<file path="src/rtl/bf_pattern_pkg.sv">
package bf_pattern_pkg;

    localparam int BYTE_W   = 8;
    localparam int MAX_PINS = 22;
    localparam int IDX_W    = 5;

    typedef enum logic [1:0] {
        S_IDLE,
        S_FILL,
        S_CHECK,
        S_DONE
    } bf_state_t;

    // Per-line code: two bits apart from each other, three from 00/FF.
    function automatic logic [BYTE_W-1:0] pin_code(input logic [IDX_W-1:0] k);
        logic [BYTE_W-1:0] v;
        case (k)
            5'd0:  v = 8'h07;
            5'd1:  v = 8'h0B;
            5'd2:  v = 8'h0D;
            5'd3:  v = 8'h0E;
            5'd4:  v = 8'h16;
            5'd5:  v = 8'h1A;
            5'd6:  v = 8'h1C;
            5'd7:  v = 8'h1F;
            5'd8:  v = 8'h25;
            5'd9:  v = 8'h29;
            5'd10: v = 8'h2C;
            5'd11: v = 8'h2F;
            5'd12: v = 8'h34;
            5'd13: v = 8'h38;
            5'd14: v = 8'h3D;
            5'd15: v = 8'h3E;
            5'd16: v = 8'h43;
            5'd17: v = 8'h49;
            5'd18: v = 8'h4A;
            5'd19: v = 8'h4F;
            5'd20: v = 8'h52;
            5'd21: v = 8'h58;
            default: v = 8'h00;
        endcase
        return v;
    endfunction

    function automatic logic [BYTE_W-1:0] filler_code(input logic [2:0] sel);
        logic [BYTE_W-1:0] v;
        case (sel)
            3'd0:    v = 8'h33;
            3'd1:    v = 8'h55;
            3'd2:    v = 8'h66;
            3'd3:    v = 8'h99;
            3'd4:    v = 8'hAA;
            default: v = 8'hCC;
        endcase
        return v;
    endfunction

endpackage

</file>
<file path="src/rtl/bf_pattern_gen.sv">
module bf_pattern_gen
    import bf_pattern_pkg::*;
#(
    parameter int ADDR_W = 22
) (
    input  logic              clk,
    input  logic              rst_n,
    input  logic              stall,
    input  logic              in_valid,
    input  logic [ADDR_W-1:0] in_addr,
    output logic              out_valid,
    output logic [ADDR_W-1:0] out_addr,
    output logic [BYTE_W-1:0] out_data
);

    localparam int PC_W = $clog2(ADDR_W + 1);

    logic [PC_W-1:0]  pc_c;
    logic [IDX_W-1:0] idx_set_c, idx_clr_c;

    always_comb begin
        pc_c      = '0;
        idx_set_c = '0;
        idx_clr_c = '0;
        for (int i = 0; i < ADDR_W; i++) begin
            pc_c = pc_c + PC_W'(in_addr[i]);
            if (in_addr[i]) idx_set_c = IDX_W'(i);
            else            idx_clr_c = IDX_W'(i);
        end
    end

    // Stage 1: weight and class flags
    logic              s1_v, s1_zero, s1_ones, s1_hot, s1_cold;
    logic [ADDR_W-1:0] s1_addr;
    logic [PC_W-1:0]   s1_pc;
    logic [IDX_W-1:0]  s1_idx_set, s1_idx_clr;

    always_ff @(posedge clk) begin
        if (!rst_n) begin
            s1_v <= 1'b0;
        end else if (!stall) begin
            s1_v       <= in_valid;
            s1_addr    <= in_addr;
            s1_pc      <= pc_c;
            s1_zero    <= (pc_c == '0);
            s1_ones    <= (pc_c == PC_W'(ADDR_W));
            s1_hot     <= (pc_c == PC_W'(1));
            s1_cold    <= (pc_c == PC_W'(ADDR_W - 1));
            s1_idx_set <= idx_set_c;
            s1_idx_clr <= idx_clr_c;
        end
    end

    // Stage 2: class priority and mod-6 selection
    logic [BYTE_W-1:0] val_c;

    always_comb begin
        if (s1_zero)      val_c = 8'hFF;
        else if (s1_ones) val_c = 8'h00;
        else if (s1_hot)  val_c = pin_code(s1_idx_set);
        else if (s1_cold) val_c = pin_code(s1_idx_clr);
        else              val_c = filler_code(3'(s1_pc % PC_W'(6)));
    end

    always_ff @(posedge clk) begin
        if (!rst_n) begin
            out_valid <= 1'b0;
            out_addr  <= '0;
            out_data  <= '0;
        end else if (!stall) begin
            out_valid <= s1_v;
            out_addr  <= s1_addr;
            out_data  <= val_c;
        end
    end

    a_r4_zero_gets_ff: assert property (@(posedge clk) disable iff (!rst_n)
        out_valid && out_addr == '0 |-> out_data == 8'hFF);

    a_r4_ones_gets_00: assert property (@(posedge clk) disable iff (!rst_n)
        out_valid && out_addr == '1 |-> out_data == 8'h00);

endmodule

</file>
<file path="src/rtl/busfault_fill.sv">
module busfault_fill
    import bf_pattern_pkg::*;
#(
    parameter int ADDR_W = 22,
    parameter int CNT_W  = 32
) (
    input  logic              clk,
    input  logic              rst_n,
    input  logic              start,
    input  logic              op_check,
    output logic              done,
    output logic              mem_req,
    output logic              mem_we,
    output logic [ADDR_W-1:0] mem_addr,
    output logic [BYTE_W-1:0] mem_wdata,
    input  logic              mem_busy,
    input  logic              mem_rvalid,
    input  logic [BYTE_W-1:0] mem_rdata,
    output logic [CNT_W-1:0]  mismatch_cnt
);

    localparam int              GEN_LAT = 2;
    localparam logic [ADDR_W:0] DEPTH   = (ADDR_W + 1)'(1) << ADDR_W;
    localparam logic [ADDR_W:0] LAST    = DEPTH - 1'b1;

    bf_state_t state, state_nx;

    logic [ADDR_W:0] iss_cnt, acc_cnt, rtn_cnt, cmp_cnt;
    logic            run, feed, stall, accept, launch;
    logic            g1_v, g2_v;
    logic [ADDR_W-1:0] g1_addr, g2_addr;
    logic [BYTE_W-1:0] g1_data, g2_data;
    logic [BYTE_W-1:0] rd_pipe [GEN_LAT];

    assign run    = (state == S_FILL) || (state == S_CHECK);
    assign feed   = run && (iss_cnt < DEPTH);
    assign stall  = g1_v && mem_busy;
    assign accept = g1_v && !mem_busy;
    assign launch = (state == S_IDLE) && start;

    // State register
    always_ff @(posedge clk) begin
        if (!rst_n) state <= S_IDLE;
        else        state <= state_nx;
    end

    always_comb begin
        state_nx = state;
        unique case (state)
            S_IDLE:  if (start) state_nx = op_check ? S_CHECK : S_FILL;
            S_FILL:  if (accept && acc_cnt == LAST) state_nx = S_DONE;
            S_CHECK: if (g2_v && cmp_cnt == LAST) state_nx = S_DONE;
            S_DONE:  state_nx = S_IDLE;
        endcase
    end

    // Outputs
    always_comb begin
        done      = (state == S_DONE);
        mem_req   = g1_v;
        mem_we    = (state == S_FILL);
        mem_addr  = g1_addr;
        mem_wdata = g1_data;
    end

    // Counters
    always_ff @(posedge clk) begin
        if (!rst_n) begin
            iss_cnt      <= '0;
            acc_cnt      <= '0;
            rtn_cnt      <= '0;
            cmp_cnt      <= '0;
            mismatch_cnt <= '0;
        end else if (launch) begin
            iss_cnt <= '0;
            acc_cnt <= '0;
            rtn_cnt <= '0;
            cmp_cnt <= '0;
            if (op_check) mismatch_cnt <= '0;
        end else begin
            if (feed && !stall)                    iss_cnt <= iss_cnt + 1'b1;
            if (accept)                            acc_cnt <= acc_cnt + 1'b1;
            if (mem_rvalid && state == S_CHECK)    rtn_cnt <= rtn_cnt + 1'b1;
            if (g2_v) begin
                cmp_cnt <= cmp_cnt + 1'b1;
                if (g2_data != rd_pipe[GEN_LAT-1]) mismatch_cnt <= mismatch_cnt + 1'b1;
            end
        end
    end

    // Returned data delayed to line up with the check-side generator
    always_ff @(posedge clk) begin
        rd_pipe[0] <= mem_rdata;
    end
    for (genvar g = 1; g < GEN_LAT; g++) begin : g_rd_dly
        always_ff @(posedge clk) rd_pipe[g] <= rd_pipe[g-1];
    end

    bf_pattern_gen #(.ADDR_W(ADDR_W)) i_issue_gen (
        .clk(clk), .rst_n(rst_n), .stall(stall),
        .in_valid(feed), .in_addr(iss_cnt[ADDR_W-1:0]),
        .out_valid(g1_v), .out_addr(g1_addr), .out_data(g1_data)
    );

    bf_pattern_gen #(.ADDR_W(ADDR_W)) i_check_gen (
        .clk(clk), .rst_n(rst_n), .stall(1'b0),
        .in_valid(mem_rvalid && state == S_CHECK), .in_addr(rtn_cnt[ADDR_W-1:0]),
        .out_valid(g2_v), .out_addr(g2_addr), .out_data(g2_data)
    );

    // Tracking for the ordering assertion
    logic              seen_acc;
    logic [ADDR_W-1:0] last_acc;
    always_ff @(posedge clk) begin
        if (!rst_n || launch) begin
            seen_acc <= 1'b0;
            last_acc <= '0;
        end else if (accept) begin
            seen_acc <= 1'b1;
            last_acc <= mem_addr;
        end
    end

    a_r2_ascending: assert property (@(posedge clk) disable iff (!rst_n)
        accept && seen_acc |-> mem_addr == last_acc + 1'b1);

    a_r3_hold_while_busy: assert property (@(posedge clk) disable iff (!rst_n)
        mem_req && mem_busy |=> mem_req && $stable(mem_addr) && $stable(mem_wdata));

    a_r8_done_single: assert property (@(posedge clk) disable iff (!rst_n)
        done |=> !done);

    a_r7_count_cleared: assert property (@(posedge clk) disable iff (!rst_n)
        launch && op_check |=> mismatch_cnt == '0);

    a_r10_fill_keeps_count: assert property (@(posedge clk) disable iff (!rst_n)
        state == S_FILL |=> $stable(mismatch_cnt));

endmodule

</file>
<file path="config.mk">
export PLATFORM = sky130hd
export DESIGN_NAME = busfault_fill
export DESIGN_NICKNAME = d
export VERILOG_FILES = /design/src/rtl/bf_pattern_pkg.sv /design/src/rtl/bf_pattern_gen.sv /design/src/rtl/busfault_fill.sv
export SDC_FILE = /design/constraint.sdc
export NUM_CORES = 1
export LEC_CHECK = 0
export CORE_MARGIN = 2
export CORE_UTILIZATION = 55
export CTS_CLUSTER_DIAMETER = 100
export DETAILED_ROUTE_END_ITERATION = 8
export PLACE_DENSITY_LB_ADDON = 0.12
export SLEW_MARGIN = 25
export SYNTH_ARGS = -nofsm -noshare
export SYNTH_HDL_FRONTEND = slang
export SYNTH_SLANG_ARGS = --single-unit
export TNS_END_PERCENT = 10
</file>
<file path="constraint.sdc">
create_clock -name clk -period 6.2 [get_ports clk]
set_clock_uncertainty 0.15 [all_clocks]
set_input_delay 1.24 -clock clk [delete_from_list [all_inputs] [get_ports clk]]
set_output_delay 1.24 -clock clk [all_outputs]
set_load 0.03 [all_outputs]
</file>
# == Yosys cells after proc, flatten, opt, wreduce, memory -nomap -nowiden ==
# Memories as Yosys holds them, arrays and structs flattened.
# Cells that the tools add are included.
# word_totals
romBits,896
latchBits,0
ff_bits,228
ramBits,16
memories,5
# classes
muxes,99
shift,0
reduce_logical,30
add_sub_neg,47
n_mul,0
n_lt_le_gt_ge,1
div,2
n_eq_ne,24
n_bitwise,2
# mem_list
memory,words,word_bits,rd,rd_clocked_by_memory_dff,write_ports,line,rtl
(name not given),32,7,1,0,0,bf_pattern_pkg.sv:17,case (k)
(name not given),32,7,1,0,0,bf_pattern_pkg.sv:17,
(name not given),32,7,1,0,0,bf_pattern_pkg.sv:17,
(name not given),32,7,1,0,0,bf_pattern_pkg.sv:17,
rd_pipe,2,8,2,0,2,busfault_fill.sv:33,logic [BYTE_W-1:0] rd_pipe [GEN_LAT];
# op_table
operator,count
5-bit by 1-bit adder with 5-bit output,40
32-bit 2-to-1 mux,4
4-bit 2-to-1 mux,32
3-bit 2-to-1 mux,32
"23-bit by 1-bit adder with 23-bit output, second input constant",4
8-bit case mux with 5 select lines,2
8-bit 2-to-1 mux,8
"23-bit by 22-bit == test with 1-bit output, second input constant",2
"32-bit by 1-bit adder with 32-bit output, second input constant",1
2-bit 2-to-1 mux,12
"23-bit less-than comparator, second input constant",1
"5-bit == test, second input constant",4
"3-bit by 2-bit == test with 1-bit output, second input constant",4
6-bit AND reduction,2
6-bit OR reduction,2
"5-bit by 1-bit == test with 1-bit output, second input constant",2
5-bit logical NOT,2
"5-bit by 3-bit remainder unit with 5-bit output, second input constant",2
1-bit logical AND,8
1-bit 2-to-1 mux,8
8-bit != test,1
2-bit case mux with 4 select lines,1
"3-bit by 1-bit == test with 1-bit output, second input constant",2
"3-bit == test, second input constant",2
other kinds (14),27

# == Logic depth before layout (Yosys ltp) ==
# depth
word_depth,22
depth_mapped,16
ltp_nobuf,16

# == Cells and area by module ==
# A second synthesis with hierarchy kept.
# hier_totals
hier_cells,1494
hier_area_um2,14337.5
# modules_own_cells
mod,cells_per_inst,seq_area_each_um2,area_each_um2,instances
busfault_fill,721,2822.7,6229.7,1
bf_pattern_gen (i_issue_gen),388,1871.8,4075.2,1
bf_pattern_gen (i_check_gen),385,1871.8,4032.6,1

# == Worst setup path after synthesis ==
# No wires, ideal clock.
# synth_timing
kind,flip-flop to flip-flop
from,reg rtn_cnt[8]
to,"reg i_check_gen.s1_hot, data pin"
setup_ns,0.157
path_slack_ns,1.485
t_required_ns,5.893
t_arrival_ns,4.408
stages_incl_launch_ff,13
path_cell_list,dfxtp_1 clkbuf_1 inv_1 fa_1 fa_1 fa_1 fa_1 fa_1 fa_1 fa_1 xnor2_1 or2_2 nor3_1
# synth_via
elab_chain_len,15
# synth_rtl
element,line,rtl
from (decl),busfault_fill.sv:28,"logic [ADDR_W:0] iss_cnt, acc_cnt, rtn_cnt, cmp_cnt;"
from (signal assigned),busfault_fill.sv:83,if (mem_rvalid && state == S_CHECK) rtn_cnt <= rtn_cnt + 1'b1;
5-bit by 1-bit adder with 5-bit output (14 in a row),bf_pattern_gen.sv:26,pc_c = pc_c + PC_W'(in_addr[i]);
via i_check_gen.pc_c[2],bf_pattern_gen.sv:18,logic [PC_W-1:0] pc_c;
5-bit by 1-bit == test with 1-bit output,bf_pattern_gen.sv:47,s1_hot <= (pc_c == PC_W'(1));
to (signal assigned),bf_pattern_gen.sv:47,
to (decl),bf_pattern_gen.sv:33,"logic s1_v, s1_zero, s1_ones, s1_hot, s1_cold;"
# The timed path passes the listed nets, and every way through them passes these cells.
# A chain may end at the register's enable or synchronous reset.

# == Worst setup path after layout ==
# layout_timing
from,reg iss_cnt[1]
to,"reg i_issue_gen.s1_ones, data pin"
# layout_via
elab_chain_len,22
# layout_rtl
element,line,rtl
from (decl),busfault_fill.sv:28,
from (signal assigned),busfault_fill.sv:81,if (feed && !stall) iss_cnt <= iss_cnt + 1'b1;
1-bit by 1-bit adder with 2-bit output,bf_pattern_gen.sv:26,
5-bit by 1-bit adder with 5-bit output (20 in a row),bf_pattern_gen.sv:26,
via i_issue_gen.pc_c[4],bf_pattern_gen.sv:18,
5-bit == test,bf_pattern_gen.sv:46,s1_ones <= (pc_c == PC_W'(ADDR_W));
to (signal assigned),bf_pattern_gen.sv:46,
to (decl),bf_pattern_gen.sv:33,
# The timed path passes the listed nets, and every way through them passes these cells.

==> summary.txt <==
Placed design
  • Dpl cells: 1,683
  • PortBufs: 78
  • Routability cong.: 0.911
  • DP HPWL: 18,500 um
  • Pre-CTS WS: 1.25 ns

Drt
  • Met1 WL: 13,000 um
  • 1st-iter DRT viols: 716
  • Vias per cell: 5.66
  • Met3 routed WL: 1510 um
  • Final ANT Viol Nets: 0
  • Wire length on met2: 11,500 um
  • Max layer used: met4
  • Post-Route WL: 26,400 um
  • DRC viols: 0
  • WL per Instance: 15.3 um
  • First-pass iteration count of the detailed router: 5
  • Vias: 9,799

Critical path
  • CP cell instances: ha_1 -> inv_1 -> fa_1 -> fa_1 -> fa_1 -> fa_1 -> fa_1 -> fa_1 -> fa_1 -> nor2b_1 -> o21ai_0 -> nand2b_1 -> nand2_1 -> nor4_1
  • Crit Path Category: reg2reg
  • CP most frequent cell: fa_1
  • Worst path slowest cell: fa_1
  • Buffers plus inverters on the worst setup path: 1
  • Critical path's largest stage delay: 0.55 ns
  • R2R cell count: 14
  • Worst Path Required: 6.39 ns
  • Critical path launch point type: flip-flop
  • Reg-to-reg slack, setup: 1.23 ns
  • CP delay by family, top: adder cells
  • Reg2Reg Capture Point: i_issue_gen.s1_ones
  • Arr. time, crit path: 5.16 ns
  • Crit path max fanout: 6
  • CP endpoint kind: flip-flop
  • Worst r2r src: iss_cnt[1]

Floorplanning
  • Die width: 154 um
  • Die ar.: 23,800 um2
  • I/O pin count: 79
  • DIE HEIGHT: 154 um
  • Site Rows: 54
  • Core ar.: 22,000 um2
  • Initial Utilization: 56.4%

Power
  • Clock power share: 41.6%
  • Pwr/cell area: 278 nW/um2
  • Switch share: 25.8%
  • Share of power burned in registers: 45.0%
  • Max VDD drop: 0.276 mV
  • Switching component of the power: 1030 uW
  • P_int: 2950 uW
  • Combinational share of power: 13.4%
  • P_leak: 0.00520 uW

STA
  • Slew @ Worst Pin: 0.984 ns
  • Unrepaired setup endpoints after global routing: false
  • Setup TNS: 0 ns
  • Fin crit period: 4.97 ns
  • Hold Fails Final Rpt: 0
  • Crit share post-route: 80.1%
  • Slew HR: 34.4%
  • Max Slew Vio Count: 0
  • Worst Slack Setup Final: 1.23 ns
  • Max Clk Rate: 0.201 GHz
  • Count of final setup violators: 0

Yosys
  • Synth warnings: 0
  • Mean Syn Cell Area: 8.99 um2
  • Ys flop type: dfxtp_1
  • Number of synthesized flops with an enable pin: 60
  • Most frequent cell after synthesis: dfxtp_1
  • #FFs+latches synth: 243
  • Synth cell types: 70
  • Mapped Cells: 1,382
  • Fraction of registers with async set/reset: 0%
  • Net Count, Synth: 1,452
  • Seq/Total Area, Yosys: 44.0%
  • Post-synthesis cell area: 12,400 um2
  • Commonest cells post-synth: dfxtp_1, nor2_1, nand2_1
  • Synth top area share: 29.5%
  • Synth area leaders: dfxtp_1, edfxtp_1, xnor2_1
  • Area leader, netlist: dfxtp_1

Global route
  • Global-route usage over all layers: 21.9%
  • Gr ovfl total: 0
  • Largest net degree at the start of global routing: 60
  • First-pass GRT wire length: 43,600 um
  • Number of global-route vias before repair: 8,845
  • Initial antenna violation count: 1

Layout
  • Storage cell area: 5470 um2
  • Layout Utilization: 64.9%
  • Area of the multi-input gates: 6350 um2
  • Layout cell share with drive strength beyond 1: 5.24%
  • Layout area overhead: 15.0%
  • Diode count: 0
  • Final net count: 1,501
  • Final cell count without fillers: 1,731
  • FILL cells: 1,819

CTS
  • Max clock buf depth: 3
  • Total CTS buffers: 26
  • CTS H-tree lvls: 1
  • Post-CTS Repair Setup Buffers: 0
  • Skew-Pair Late Insertion Delay: 0.53 ns
  • CTS tree: yes
  • CTS clk-pin slew, worst paths: 0.06 ns
  • Hold_buf cts: 0
  • Post_cts resized: 0
  • Root Driver: clkbuf_16
  • Clk sinks: 243

Worst hold path
  • Hold Crit Depth: 0
  • Hold Path Class: reg2reg
  • Hold_sp: rd_pipe[0][1]
  • Worst hold endpoint: rd_pipe[0][9]

Job
  • Max_cap viols: 0

Run status
  • Run status: finished, final reports clean
## power groups by stage
stage	clock network [uW]	registers, uW	logic, uW
after floorplan	0	1850	337
after global placement	0	1820	523
after detailed placement	0	1820	533
after CTS	1690	1790	536
after global routing	1750	1800	590
final	1660	1790	532
## worst max-delay path by stage
stage	slack (ns)	from	endpoint	depth (start not counted)
after global routing	1.0	rtn_cnt[1]	i_check_gen.s1_ones	14
after detailed placement	1.25	iss_cnt[1]	i_issue_gen.s1_ones	14
after floorplan	1.49	rtn_cnt[8]	i_check_gen.s1_hot	12
after CTS	1.23	iss_cnt[1]	i_issue_gen.s1_ones	14
final	1.23	iss_cnt[1]	i_issue_gen.s1_ones	14
after global placement	1.39	iss_cnt[1]	i_issue_gen.s1_zero	12
## cells in the final DEF, fill, tap and decap left out, drive strengths merged, types with 27 or more instances in the layout
cell type	netlist	routed
inv	96	97
clkdlybuf4s50	0	77
nand4	34	34
xnor2	81	81
nor2	154	154
xor2	37	37
nor3	27	27
a21oi	73	73
clkbuf	59	35
nand2	153	153
a21boi	28	28
fa	30	30
dfxtp	183	183
nand3	46	46
edfxtp	60	60
o21ai	53	53
## worst reg2reg max path, cell delays in order, from the launching register on
cell and delay (ns):
dfxtp_1 0.42, ha_1 0.28, inv_1 0.07, fa_1 0.45, fa_1 0.55, fa_1 0.45, fa_1 0.54, fa_1 0.44
fa_1 0.42, fa_1 0.43, nor2b_1 0.13, o21ai_0 0.09, nand2b_1 0.11, nand2_1 0.08, nor4_1 0.16
## area by class of cell
class | count | share of cell area, %
tap | 280 | 2.45
inverter | 96 | 2.52
multi-input combinational | 980 | 44.4
sequential | 243 | 38.2
clock inverter | 13 | 1.24
clock buffer | 35 | 5.36
timing repair buffer | 84 | 5.74
## stage by stage
stage	total power, uW	hold WS [ns]	instance area (um2)
finish	3980	0.172	14300
global route	4140	0.184	14300
CTS	4010	0.171	14300
detailed placement	2350	0.162	13300
global placement	2340	0.162	13300
floorplan	2180	0.160	12400
## cell families after synthesis
family	Yosys count	share of synthesized area, %
and+or+nand+nor	532	20.5
AOI/OAI and AO/OA	260	13.7
DFF	243	44.0
buffers and inverters	159	4.91
xor gates and xnor gates	118	8.32
adders and majority gates	56	7.45
muxes	14	1.14
## sequential cells by signal (all words and copies together) (netlist names), 8 cells and up
| register | cells |
|---|---|
| acc_cnt | 23 |
| cmp_cnt | 23 |
| i_check_gen.out_data | 8 |
| i_issue_gen.out_addr | 22 |
| i_issue_gen.out_data | 8 |
| i_issue_gen.s1_addr | 22 |
| iss_cnt | 23 |
| mismatch_cnt | 32 |
| rd_pipe | 16 |
| rtn_cnt | 22 |
## per-layer routing
metal | global-route usage, % | vias to the layer above
li1 | - | 4897
met5 | 0 | -
met2 | 33.8 | 274
met3 | 2.97 | 29
met4 | 4.54 | 0
met1 | 33.0 | 4599
Note: power is estimated with default switching activity, not from simulation.
